==> src/rtl/csr_unit_pkg.sv <==
// Shared types and constants of the CSR access and privilege unit.
// Assumes a 12-bit CSR address space and the 2-bit privilege code.
package csr_unit_pkg;

    typedef enum logic [2:0] {
        CMD_NONE  = 3'd0,
        CMD_SWAP  = 3'd1,
        CMD_SET   = 3'd2,
        CMD_CLEAR = 3'd3,
        CMD_ECALL = 3'd4,
        CMD_SRET  = 3'd5
    } cmd_e;

    typedef enum logic [2:0] {
        SEL_NONE,
        SEL_STATUS,
        SEL_EPC,
        SEL_CAUSE,
        SEL_SCRATCH,
        SEL_CYCLE,
        SEL_ISA
    } sel_e;

    localparam logic [1:0] PRV_U = 2'd0;
    localparam logic [1:0] PRV_S = 2'd1;
    localparam logic [1:0] PRV_M = 2'd3;

    localparam logic [11:0] ADR_STATUS  = 12'h100;
    localparam logic [11:0] ADR_SCRATCH = 12'h140;
    localparam logic [11:0] ADR_EPC     = 12'h141;
    localparam logic [11:0] ADR_CAUSE   = 12'h142;
    localparam logic [11:0] ADR_ISA     = 12'h301;
    localparam logic [11:0] ADR_CYCLE   = 12'hC00;

    localparam logic [3:0] CODE_ILLEGAL    = 4'd2;
    localparam logic [3:0] CODE_ECALL_BASE = 4'd8;

    // Map a raw privilege code onto an implemented level.
    function automatic logic [1:0] legal_priv(input logic [1:0] raw, input logic has_user);
        logic [1:0] r;
        r = (raw == 2'b10) ? PRV_U : raw;
        if (r == PRV_U && !has_user) r = PRV_S;
        return r;
    endfunction

endpackage

==> src/rtl/csr_access_check.sv <==
// Decodes the CSR address and judges whether the command is legal.
// Assumes the command is presented for one cycle; purely combinational.
module csr_access_check
    import csr_unit_pkg::*;
(
    input  cmd_e        cmd,
    input  logic [11:0] addr,
    input  logic [4:0]  src_idx,
    input  logic [1:0]  priv,
    output sel_e        sel,
    output logic        is_csr,
    output logic        is_ecall,
    output logic        is_sret,
    output logic        wr_intent,
    output logic        illegal
);

    logic priv_ok;
    logic read_only;
    logic csr_bad;
    logic sret_bad;

    // Map the address onto a storage selector.
    always_comb begin
        unique case (addr)
            ADR_STATUS:  sel = SEL_STATUS;
            ADR_SCRATCH: sel = SEL_SCRATCH;
            ADR_EPC:     sel = SEL_EPC;
            ADR_CAUSE:   sel = SEL_CAUSE;
            ADR_ISA:     sel = SEL_ISA;
            ADR_CYCLE:   sel = SEL_CYCLE;
            default:     sel = SEL_NONE;
        endcase
    end

    // Classify the command and apply the privilege and write rules.
    always_comb begin
        is_csr    = (cmd == CMD_SWAP) || (cmd == CMD_SET) || (cmd == CMD_CLEAR);
        is_ecall  = (cmd == CMD_ECALL);
        is_sret   = (cmd == CMD_SRET);
        wr_intent = is_csr && ((cmd == CMD_SWAP) || (src_idx != 5'd0));
        priv_ok   = (priv >= addr[9:8]);
        read_only = (addr[11:10] == 2'b11);
        csr_bad   = is_csr && ((sel == SEL_NONE) || !priv_ok || (read_only && wr_intent));
        sret_bad  = is_sret && (priv < PRV_S);
        illegal   = csr_bad || sret_bad;
    end

endmodule

==> src/rtl/csr_rmw_alu.sv <==
// Computes the value a swap, set or clear would store.
// Assumes the caller gates the result with the write decision.
module csr_rmw_alu
    import csr_unit_pkg::*;
#(
    parameter int XLEN = 64
) (
    input  cmd_e            cmd,
    input  logic [XLEN-1:0] old_val,
    input  logic [XLEN-1:0] operand,
    output logic [XLEN-1:0] new_val
);

    // Select the read-modify-write combination.
    always_comb begin
        unique case (cmd)
            CMD_SWAP:  new_val = operand;
            CMD_SET:   new_val = old_val | operand;
            CMD_CLEAR: new_val = old_val & ~operand;
            default:   new_val = old_val;
        endcase
    end

endmodule

==> src/rtl/csr_state.sv <==
// Holds the CSRs, the cycle counter and the privilege level.
// Assumes at most one of trap_en, sret_en, wr_en acts per cycle; a trap wins.
module csr_state
    import csr_unit_pkg::*;
#(
    parameter int              XLEN     = 64,
    parameter int              CNT_W    = 64,
    parameter bit              HAS_USER = 1'b1
) (
    input  logic            clk,
    input  logic            rst_n,
    input  sel_e            sel,
    input  logic            wr_en,
    input  logic [XLEN-1:0] wr_val,
    input  logic            trap_en,
    input  logic [3:0]      trap_code,
    input  logic [XLEN-1:0] pc,
    input  logic            sret_en,
    output logic [XLEN-1:0] rd_val,
    output logic [1:0]      priv,
    output logic [1:0]      prev_priv,
    output logic [XLEN-1:0] epc,
    output logic [XLEN-1:0] cause,
    output logic [CNT_W-1:0] cycles
);

    localparam logic [XLEN-1:0] ISA_VAL =
        (XLEN'(2) << (XLEN - 2)) |
        (XLEN'(1) << 8) |
        (XLEN'(1) << 18) |
        (XLEN'(HAS_USER ? 1 : 0) << 20);
    localparam logic [1:0] RET_DEFAULT = HAS_USER ? PRV_U : PRV_S;

    logic [XLEN-1:0] scratch;

    // Free-running cycle counter.
    always_ff @(posedge clk) begin
        if (!rst_n) cycles <= '0;
        else        cycles <= cycles + 1'b1;
    end

    // Privilege level and previous-privilege field.
    always_ff @(posedge clk) begin
        if (!rst_n) begin
            priv      <= PRV_M;
            prev_priv <= PRV_U;
        end else if (trap_en) begin
            prev_priv <= priv;
            priv      <= (priv == PRV_M) ? PRV_M : PRV_S;
        end else if (sret_en) begin
            priv      <= prev_priv;
            prev_priv <= RET_DEFAULT;
        end else if (wr_en && sel == SEL_STATUS) begin
            prev_priv <= legal_priv(wr_val[1:0], HAS_USER);
        end
    end

    // Trap cause and trap PC registers.
    always_ff @(posedge clk) begin
        if (!rst_n) begin
            cause <= '0;
            epc   <= '0;
        end else if (trap_en) begin
            cause <= XLEN'(trap_code);
            epc   <= pc & ~XLEN'(3);
        end else if (wr_en) begin
            if (sel == SEL_CAUSE) cause <= wr_val;
            if (sel == SEL_EPC)   epc   <= wr_val & ~XLEN'(3);
        end
    end

    // Scratch register.
    always_ff @(posedge clk) begin
        if (!rst_n)                                  scratch <= '0;
        else if (wr_en && !trap_en && sel == SEL_SCRATCH) scratch <= wr_val;
    end

    // Read multiplexer for the old value.
    always_comb begin
        unique case (sel)
            SEL_STATUS:  rd_val = XLEN'(prev_priv);
            SEL_SCRATCH: rd_val = scratch;
            SEL_EPC:     rd_val = epc;
            SEL_CAUSE:   rd_val = cause;
            SEL_ISA:     rd_val = ISA_VAL;
            SEL_CYCLE:   rd_val = XLEN'(cycles);
            default:     rd_val = '0;
        endcase
    end

endmodule

==> src/rtl/csr_unit.sv <==
// Top of the CSR access and privilege unit: operand selection, legality,
// read-modify-write commit, trap entry and supervisor return.
// Assumes CNT_W <= XLEN and one decoded command per cycle.
module csr_unit
    import csr_unit_pkg::*;
#(
    parameter int              XLEN     = 64,
    parameter int              CNT_W    = 64,
    parameter bit              HAS_USER = 1'b1,
    parameter logic [63:0]     TRAP_VEC = 64'h0000_0000_0000_0100
) (
    input  logic            clk,
    input  logic            rst_n,
    input  logic [2:0]      cmd,
    input  logic            use_imm,
    input  logic [11:0]     csr_addr,
    input  logic [4:0]      src_idx,
    input  logic [XLEN-1:0] src_val,
    input  logic [XLEN-1:0] pc,
    output logic            rd_we,
    output logic [XLEN-1:0] rd_data,
    output logic            illegal,
    output logic            redirect_valid,
    output logic [XLEN-1:0] redirect_pc,
    output logic [1:0]      cur_priv
);

    cmd_e            cmd_q;
    sel_e            sel;
    logic            is_csr;
    logic            is_ecall;
    logic            is_sret;
    logic            wr_intent;
    logic            bad;
    logic [XLEN-1:0] operand;
    logic [XLEN-1:0] old_val;
    logic [XLEN-1:0] new_val;
    logic            wr_en;
    logic            trap_en;
    logic            sret_en;
    logic [3:0]      trap_code;
    logic [1:0]      prev_w;
    logic [XLEN-1:0] epc_w;
    logic [XLEN-1:0] cause_w;
    logic [CNT_W-1:0] cycles_w;

    assign cmd_q = cmd_e'(cmd);

    csr_access_check chk_u (
        .cmd      (cmd_q),
        .addr     (csr_addr),
        .src_idx  (src_idx),
        .priv     (cur_priv),
        .sel      (sel),
        .is_csr   (is_csr),
        .is_ecall (is_ecall),
        .is_sret  (is_sret),
        .wr_intent(wr_intent),
        .illegal  (bad)
    );

    csr_rmw_alu #(.XLEN(XLEN)) alu_u (
        .cmd    (cmd_q),
        .old_val(old_val),
        .operand(operand),
        .new_val(new_val)
    );

    csr_state #(.XLEN(XLEN), .CNT_W(CNT_W), .HAS_USER(HAS_USER)) st_u (
        .clk      (clk),
        .rst_n    (rst_n),
        .sel      (sel),
        .wr_en    (wr_en),
        .wr_val   (new_val),
        .trap_en  (trap_en),
        .trap_code(trap_code),
        .pc       (pc),
        .sret_en  (sret_en),
        .rd_val   (old_val),
        .priv     (cur_priv),
        .prev_priv(prev_w),
        .epc      (epc_w),
        .cause    (cause_w),
        .cycles   (cycles_w)
    );

    // Operand source and commit decisions.
    always_comb begin
        operand   = use_imm ? XLEN'(src_idx) : src_val;
        wr_en     = is_csr && wr_intent && !bad;
        trap_en   = bad || is_ecall;
        sret_en   = is_sret && !bad;
        trap_code = is_ecall ? (CODE_ECALL_BASE + 4'(cur_priv)) : CODE_ILLEGAL;
    end

    // Outputs toward the register file and fetch.
    always_comb begin
        illegal        = bad;
        rd_we          = is_csr && !bad;
        rd_data        = rd_we ? old_val : '0;
        redirect_valid = trap_en || sret_en;
        redirect_pc    = trap_en ? XLEN'(TRAP_VEC) : epc_w;
    end

endmodule

==> config.mk <==
export PLATFORM = sky130hd
export DESIGN_NAME = csr_unit
export DESIGN_NICKNAME = d
export VERILOG_FILES = /design/src/rtl/csr_unit_pkg.sv /design/src/rtl/csr_access_check.sv /design/src/rtl/csr_rmw_alu.sv /design/src/rtl/csr_state.sv /design/src/rtl/csr_unit.sv
export SDC_FILE = /design/constraint.sdc
export NUM_CORES = 1
export LEC_CHECK = 0
export BUFFER_PORTS_ARGS = -buffer_cell sky130_fd_sc_hd__buf_2
export CORE_ASPECT_RATIO = 1.4
export CORE_MARGIN = 10
export CORE_UTILIZATION = 60
export CTS_CLUSTER_DIAMETER = 120
export CTS_CLUSTER_SIZE = 30
export DETAILED_ROUTE_END_ITERATION = 8
export PLACE_DENSITY = 0.87
export SYNTH_ARGS = -nofsm -noshare
export SYNTH_HDL_FRONTEND = slang
export SYNTH_SLANG_ARGS = --single-unit
==> constraint.sdc <==
create_clock -name clk -period 4.9 [get_ports clk]
set_clock_uncertainty 0.05 [all_clocks]
set_input_delay 0.245 -clock clk [delete_from_list [all_inputs] [get_ports clk]]
set_output_delay 0.245 -clock clk [all_outputs]
set_load 0.02 [all_outputs]
After elaboration in Yosys (flattened, before gate mapping)
Index checks and enable logic that the tools add are counted.
Storage, ports and cells
  output and inout port bits: 133
  input bits: 151
  logic and storage cells: 88
  bits in registers: 258
Cells by class
  add/subtract/negate cells: 2
  bitwise gates (word level): 4
  eq/ne operators: 20
  magnitude comparators: 2
  reduce and logical (&&, ||, !) cells: 33
  mux-type cells: 20
Operator list (count)
  64-bit two-way mux: 6
  64-bit case mux with 6 select lines: 1
  64-bit case mux with 3 select lines: 1
  64-bit by 1-bit adder with 64-bit output (second input constant): 1
  64-bit bitwise AND: 1
  64-bit inverter: 1
  64-bit bitwise OR: 1
  12-bit by 9-bit equality test with 1-bit output (second input constant): 4
  3-bit case mux with 6 select lines: 1
  4-bit two-way mux: 4
  3-bit equality test (second input constant): 5
  2-bit two-way mux: 7
  12-bit by 10-bit equality test with 1-bit output (second input constant): 1
  12-bit equality test (second input constant): 1
  3-bit by 2-bit equality test with 1-bit output (second input constant): 4
  1-bit logical AND: 11
  1-bit logical OR: 8
  2-bit nonzero test: 4
  2-bit equality test (second input constant): 3
  3-bit by 1-bit equality test with 1-bit output (second input constant): 2
  2-bit AND reduction: 3
  5-bit nonzero test: 1
  4-bit by 2-bit adder with 4-bit output (first input constant): 1
  1-bit zero test: 3
  6 further kinds: 6

Longest topological paths before layout
Gate-level depths: netlist of the first run.
  word-level depth: 14
  mapped depth: 11
  depth with buffers taken out: 9

By module
Synthesis of the first run repeated with hierarchy kept, for this count alone.
Unflattened totals
  cells, all modules: 1977
  area, all modules: 16141.7 um^2
Modules (own cells, without submodules)
  csr_state: times used 1, sequential area each 5165.0 um^2, area an instance 11923.9 um^2, cells an instance 1401
  csr_rmw_alu: times used 1, sequential area each 0.0 um^2, area an instance 2120.8 um^2, cells an instance 300
  csr_unit: times used 1, sequential area each 0.0 um^2, area an instance 1820.5 um^2, cells an instance 236
  csr_access_check: times used 1, sequential area each 0.0 um^2, area an instance 276.5 um^2, cells an instance 40

Worst setup path after synthesis of the first run
OpenSTA, ideal clock, no wires.
  path kind: input-to-output
  start: input csr_addr[9]
  end: output rd_data[11]
  path slack: 2290 ps
  buffers on the path: 3
  data required time: 4605 ps
  arrival: 2315 ps
  stages on the path: 8
  path through: or4_1 buf_2 a211oi_4 or2_2 o211ai_4 clkbuf_1 buf_1 a21oi_1
Between the ends
  cells in the longest elaborated chain, start to end: 10
  elaborated cells on any way between the ends: 24
  classes of those cells: order compare (1); eq/ne (12); mux (3); reduce/logical (8)
Ends and longest elaborated chain
  from (decl): line csr_unit.sv:16  | input logic [11:0] csr_addr,
  12-bit equality test, or another cell as far along: line csr_access_check.sv:25  | unique case (addr)
  3-bit case mux with 6 select lines: line csr_access_check.sv:25
  3-bit zero test: line csr_access_check.sv:44  | csr_bad = is_csr && ((sel == SEL_NONE) || !priv_ok || (read_only && wr_intent));
  1-bit logical OR (2 in a row): line csr_access_check.sv:44
  1-bit logical AND: line csr_access_check.sv:44
  1-bit logical OR: line csr_access_check.sv:46  | illegal = csr_bad || sret_bad;
  1-bit zero test: line csr_unit.sv:99  | rd_we = is_csr && !bad;
  1-bit logical AND: line csr_unit.sv:99
  64-bit two-way mux (*): line csr_unit.sv:100  | rd_data = rd_we ? old_val : '0;
  to (decl): line csr_unit.sv:21  | output logic [XLEN-1:0] rd_data,
Every way passes the cells marked *; elsewhere a longest branch is shown, timed or not.

Worst setup path after layout of the first run
  start: input csr_addr[9]
  end: output redirect_pc[55]
Between the ends
  cells in the longest elaborated chain, start to end: 9
  elaborated cells on any way between the ends: 16
  classes of those cells: order compare (1); eq/ne (6); mux (2); reduce/logical (7)
Ends and longest elaborated chain
  12-bit equality test, or another cell as far along: line csr_access_check.sv:25
  3-bit case mux with 6 select lines: line csr_access_check.sv:25
  3-bit zero test: line csr_access_check.sv:44
  1-bit logical OR (*) (2 in a row): line csr_access_check.sv:44
  1-bit logical AND (*): line csr_access_check.sv:44
  1-bit logical OR (*): line csr_access_check.sv:46
  1-bit logical OR (*): line csr_unit.sv:91  | trap_en = bad || is_ecall;
  64-bit two-way mux (*): line csr_unit.sv:102  | redirect_pc = trap_en ? XLEN'(TRAP_VEC) : epc_w;
  to (decl): line csr_unit.sv:24  | output logic [XLEN-1:0] redirect_pc,
Marked as above.

==> results of run 1 <==
[critical path, delay by kind of cell]
family                 cells  cell delay, ps
AOI/OAI and AO/OA          3            1340
buffers and inverters      3             700
and+or+nand+nor            3            1200
[how the worst max path moves through the flow]
stage | start | to | slack [ps] | cells past startpoint
2_1_floorplan | csr_addr[9] | rd_data[11] | 2290 | 8
3_3_place_gp | csr_addr[9] | st_u.scratch[49]$_SDFFE_PN0P_ | 1210 | 10
3_5_place_dp | csr_addr[9] | st_u.scratch[42]$_SDFFE_PN0P_ | 1140 | 10
4_1_cts | csr_addr[9] | redirect_pc[61] | 1180 | 9
5_1_grt | csr_addr[9] | redirect_pc[55] | 940 | 9
6_report | csr_addr[9] | redirect_pc[55] | 1090 | 9
[per-layer routing]
metal,vias up,part of all wire (%),global-route usage [%]
met5,-,0.072,0
met4,4,3.5,14.3
met3,165,10,6.30
met2,935,49,52.5
met1,6745,37,35.4
li1,6291,-,-
[area by class of cell]
class / instances / area [µm²]
Tap cell: 297 / 372
Inverter: 16 / 60.1
Multi-Input combinational cell: 1135 / 7740
Antenna cell: 3 / 7.51
Timing Repair Buffer: 370 / 2250
Fill cell: 1646 / 6080
Clock buffer: 13 / 325
Clock inverter: 1 / 16.3
Sequential cell: 258 / 5160
[cells by family (layout without fill, tap and decap cells)]
kind of cell,Yosys count,after routing,share of synthesized area [%]
xor+xnor,112,112,7.28
other cells,1,5,0.0278
fa+ha+maj,3,3,0.279
flops,258,258,38.4
compound gates,548,548,29.6
buf+inv,149,400,4.68
mux,16,16,1.19
simple gates,454,454,18.6
[flip-flops by register name (all words and copies together) (netlist names)]
register,count
st_u.cycles,64
st_u.epc,62
st_u.cause,64
st_u.scratch,64
st_u.priv,2
st_u.prev_priv,2
[timing repair]
action	in CTS	in global routing
hold buffers	61	0
buffers inserted	0	0
hold endpoints to repair	61	0
[through the flow]
stage / cell area (µm²) / util, % / worst slack (ps)
floorplan: 13500 / - / 2290
global placement: 15000 / 68.0 / 1210
detailed placement: 15000 / 68.0 / 1140
CTS: 15900 / 72.3 / 1180
global route: 15900 / 72.4 / 937
finish: 15900 / 72.4 / 1090
[layout by cell type, fill, tap and decap left out, types with 4 or more instances in the layout]
cell,n
or4_1,4
nand4_1,19
o22ai_1,6
xnor2_1,86
nand2_1,94
o211ai_1,60
a222oi_1,58
o21ai_0,112
a221oi_1,5
mux2i_1,16
and3_1,5
clkbuf_16,13
buf_2,278
dlygate4sd3_1,61
nor3_1,16
or2_2,6
o21ai_1,22
nand2b_1,61
a22oi_1,4
and2_1,74
nor2_1,84
nor2b_1,8
o2bb2ai_1,116
a22o_1,4
a32oi_1,58
dfxtp_1,258
buf_4,30
or3_1,15
and4_1,11
nand3_1,22
xor2_1,26
inv_1,15
a21oi_1,80
[power by group]
group | total [mW] | internal, mW | switching [mW]
Combinational | 0.547 | 0.221 | 0.326
Sequential | 2.18 | 2.14 | 0.0404
Clock | 1.16 | 0.487 | 0.674
Total | 3.89 | 2.85 | 1.04
==> flow_summary.yaml, run 1 <==
placed_design:
  gp_congestion: 0.920
  dp_hpwl_mm: 30.1
  dpl.cell_count: 2015
  io_buffers: 279
grt:
  grt_max_degree: 65
  grt_pass1_vias: 14300
  grt_use_total_pct: 30.5
  antenna_found_initial: 4
  grt_pass1_wl_mm: 74.2
  grt_overflow: 0
synthesis:
  synth_top_area_cell: "dfxtp_1"
  synthTopCellsByArea: "dfxtp_1 38%, o2bb2ai_1 7.5%, xnor2_1 5.6%"
  syn-cell-area_mm2: 0.0135
  ys.flop_type: "dfxtp_1"
  synth_most_common_cell: "dfxtp_1"
  ys_seq_elements: 258
  synth_commonest_cells: "258 x dfxtp_1, 116 x o2bb2ai_1, 112 x o21ai_0"
  synth_edf_count: 0
  ys_types: 66
  ys_async_sr_fraction_pct: 0
  postSynthCellCount: 1541
  yosysSeqAreaShare_pct: 38.4
  synth_top_area_share_pct: 38.4
  synth_area_per_cell_um2: 8.74
  synth_warnings: 0
run:
  drv_cap: 0
clocking:
  clkLatencyLatePin_ps: 490
  clk_pin_slew_worst_paths_ps: 130
  cts_tree: "yes"
  cts_inserted_buffers: 12
  clock-root-buffer: "clkbuf_16"
  cts_resized: 0
  clock_path_buffers: 3
  clock_sinks: 258
  htree_levels: 1
sta:
  fin_setup_tns_ps: 0
  finalCriticalPeriod_ps: 3810
  finalHoldViolCount: 0
  slew_headroom_pct: 27.1
  finalSetupViolations: 0
  fmax_mhz: 263
  rsz0062_at_grt: "false"
  fin_crit_sh_pct: 77.7
  timing.hold.ws_ps: 5.72
  report.final.slew_viol_count: 0
  tightestPinTransition_ps: 1090
pwr:
  total_power_mw: 3.89
  leakage_nw: 5.68
  p_per_area_mw_per_mm2: 244
  ir_drop_uv: 218
floorplanning:
  dieWidth_um: 147
  io_pins: 284
  start_util_pct: 61.2
  std_cell_rows: 64
  die-area_mm2: 0.0289
  coreArea_mm2: 0.0220
  die_y_um: 197
setup_path:
  ff2ff_path_depth: 11
  worstPathArrival_ps: 3510
  cp-start-kind: "input pin"
  path_cells: "buf_2 > or4_1 > a211oi_4 > or2_2 > o21ai_1 > a21oi_4 > buf_4 > and2_1 > buf_2"
  r2r_start: "st_u.priv[0]$_SDFFE_PN1P_"
  end_kind: "output port"
  crit_required_ps: 4610
  timing.rr.end: "st_u.scratch[42]$_SDFFE_PN0P_"
  crit_path_max_fanout: 27
  slowest_delay_ps: 780
  critPathMostFrequentCell: "buf_2"
  crit_type: "input pin to output port"
  rrSetupSlack_ps: 1490
  cp_slowest_cell: "or4_1"
status:
  status: "finished, violations left"
  violations: "design-rule violations"
detailed_routing:
  wl_mm: 47.1
  drt_iter0_drc: 1900
  via_count: 14100
  vias_per_cell: 6.76
  wl_per_cell_um: 22.5
  drc: 1
  antenna_left: 0
  drt_pass1_iterations: 9
layout:
  area_growth_pct: 18.3
  layout.nets: 1947
  final_cells: 2093
  drive_above_1_share_pct: 19.9
hold_path:
  whs_path_depth: 3
  worstHoldEndpoint: "st_u.epc[3]$_SDFFE_PN0P_"
  min_path_type: "input pin to flip-flop"
  hold_start: "pc[3]"
No activity file was read; power rests on OpenSTA's default activity.
==> run 2, diff against run 1 <==
CORE_UTILIZATION = 55   (was 60)
PLACE_DENSITY = 0.8   (was 0.87)
clock period = 3.65 ns   (was 4.9 ns; I/O delays follow)
==> run 2 against run 1 <==
Against the previous run: the flow now finishes without violations; via count decreased by 2.0%; utilization down 5.6 points; count of clock-buffer cells in the layout unchanged; clock power grew 34%; critical path depth increased by 1; total power is 34% higher; die area increased by 8.0%; flip-flop and latch count is the same; final area rose by 0.79%; final cell count grew 1.0%; largest cell class unchanged.
==> flow_summary.yaml, run 2 (same netlist as run 1, synthesis figures left out) <==
sta:
  fin_ws_ps: 205
  fmax_mhz: 290
  finalSetupViolations: 0
  fin_setup_tns_ps: 0
  fin_crit_sh_pct: 94.4
  tightestPinTransition_ps: 1080
  rsz0062_at_grt: "false"
  report.final.slew_viol_count: 0
  finalHoldViolCount: 0
  finalCriticalPeriod_ps: 3440
  slew_headroom_pct: 28.2
pwr:
  combinationalPowerShare_pct: 14.3
  ir_drop_uv: 272
  swShare_pct: 26.7
  seqPwrFrac_pct: 56.0
  p_int_mw: 3.83
  switching_power_mw: 1.39
  p_per_area_mw_per_mm2: 325
  leakage_nw: 5.74
  clock_power_share_pct: 29.7
  total_power_mw: 5.23
layout:
  area_growth_pct: 19.3
  top_regs: "st_u.cause: 64 flops, st_u.cycles: 64 flops, st_u.scratch: 64 flops"
  final_area_mm2: 0.0161
  final_common_cell: "buf_2"
  final_cell_mix: "278 x buf_2, 258 x dfxtp_1, 116 x o2bb2ai_1"
  layout.nets: 1957
  drive_above_1_share_pct: 20.2
  fillerInstances: 1978
detailed_routing:
  drc: 0
  drt_iter0_drc: 1439
  wl_per_cell_um: 22.4
  wl_mm: 47.4
  antenna_left: 0
  vias_per_cell: 6.56
  drt_pass1_iterations: 9
  via_count: 13900
clocking:
  post_cts_buffers: 0
  cts_resized: 0
  clkLatencyLatePin_ps: 490
  cts_tree: "yes"
  ctsHoldBuffers: 62
  clock_sinks: 258
  htree_levels: 1
  cts_inserted_buffers: 12
  clock-root-buffer: "clkbuf_16"
  clk_pin_slew_worst_paths_ps: 120
  clock_path_buffers: 3
setup_path:
  rrSetupSlack_ps: 550
  slowest_delay_ps: 550
  crit_type: "flip-flop to output port"
  crit_required_ps: 3420
  cp-start-kind: "flip-flop"
  path_cells: "inv_1 > ha_1 > nand2b_1 > a21o_1 > and2_2 > o21ai_1 > a21oi_4 > buf_4 > and2_1 > buf_2"
  crit_path_max_fanout: 26
  end_kind: "output port"
  cp_slowest_cell: "a21oi_4"
  worstPathArrival_ps: 3210
hold_path:
  min_path_type: "input pin to flip-flop"
placed_design:
  preCtsSetupSlack_ps: 315
  io_buffers: 279
  dp_hpwl_mm: 30.8
  gp_congestion: 0.894
  placed_area_mm2: 0.0151
floorplanning:
  io_pins: 284
  die-area_mm2: 0.0312
  coreArea_mm2: 0.0241
  dieWidth_um: 152
  start_util_pct: 56.0
  std_cell_rows: 67
  die_y_um: 205
run:
  drv_cap: 0
grt:
  grt_pass1_vias: 14000
  antenna_found_initial: 1
  grt_max_degree: 63
  grt_pass1_wl_mm: 74.1
  grt_use_total_pct: 28.2
  grt_overflow: 0
status:
  status: "finished, final reports clean"
-- run 2: metrics by stage --
| step | util (%) | instances | hold slack (ps) |
|---|---|---|---|
| floorplan | - | 1542 | 252 |
| global placement | 62.8 | 2037 | 340 |
| detailed placement | 62.8 | 2037 | 346 |
| CTS | 66.8 | 2113 | 80.8 |
| global route | 66.8 | 2114 | 105 |
| finish | 66.8 | 2114 | 82.8 |
-- run 2: area by class of cell --
type                       instances  area [µm²]  area share, %
antenna                            1        2.50         0.0156
clock buffer                      13         325           2.03
clock inverter                     1        16.3          0.101
inverter                          16        60.1          0.374
multi-input combinational       1135        7740           48.2
sequential                       258        5160           32.2
tap                              310         388           2.41
timing repair buffer             380        2360           14.7
-- run 2: worst paths after layout --
| path | from | end | depth (start not counted) |
|---|---|---|---|
| worst max-delay path | st_u.priv[0]$_SDFFE_PN1P_ | redirect_pc[3] | 10 |
| worst min-delay path | cmd[0] | st_u.priv[1]$_SDFFE_PN1P_ | 3 |
| worst max register to register | st_u.priv[0]$_SDFFE_PN1P_ | st_u.scratch[17]$_SDFFE_PN0P_ | 11 |
| worst min register to register | st_u.scratch[53]$_SDFFE_PN0P_ | st_u.scratch[53]$_SDFFE_PN0P_ | 1 |
-- run 2: critical path: cells and delay by family, from the launching register on --
family	cells	cell delay [ps]
DFF	1	420
AOI/OAI and AO/OA	3	870
and+or+nand+nor	3	490
adders and majority gates	1	280
buffers and inverters	3	650
-- run 2: metal layers --
metal,GRT usage [%],wire (µm),part of all wire [%],vias to the layer above
met5,0,0,0,-
met4,11.0,1580,3.3,0
met3,4.91,4300,9.1,137
met2,49.7,23300,49,832
met1,33.4,18200,38,6582
li1,-,-,-,6309
-- run 2: power by group through the flow --
| stage | clock (mW) | sequential (mW) | combinational [mW] |
|---|---|---|---|
| after floorplan | 0 | 2.97 | 0.430 |
| after global placement | 0 | 2.99 | 0.665 |
| after detailed placement | 0 | 2.99 | 0.679 |
| after CTS | 1.57 | 2.92 | 0.734 |
| after global routing | 1.65 | 2.93 | 0.802 |
| final | 1.55 | 2.93 | 0.746 |
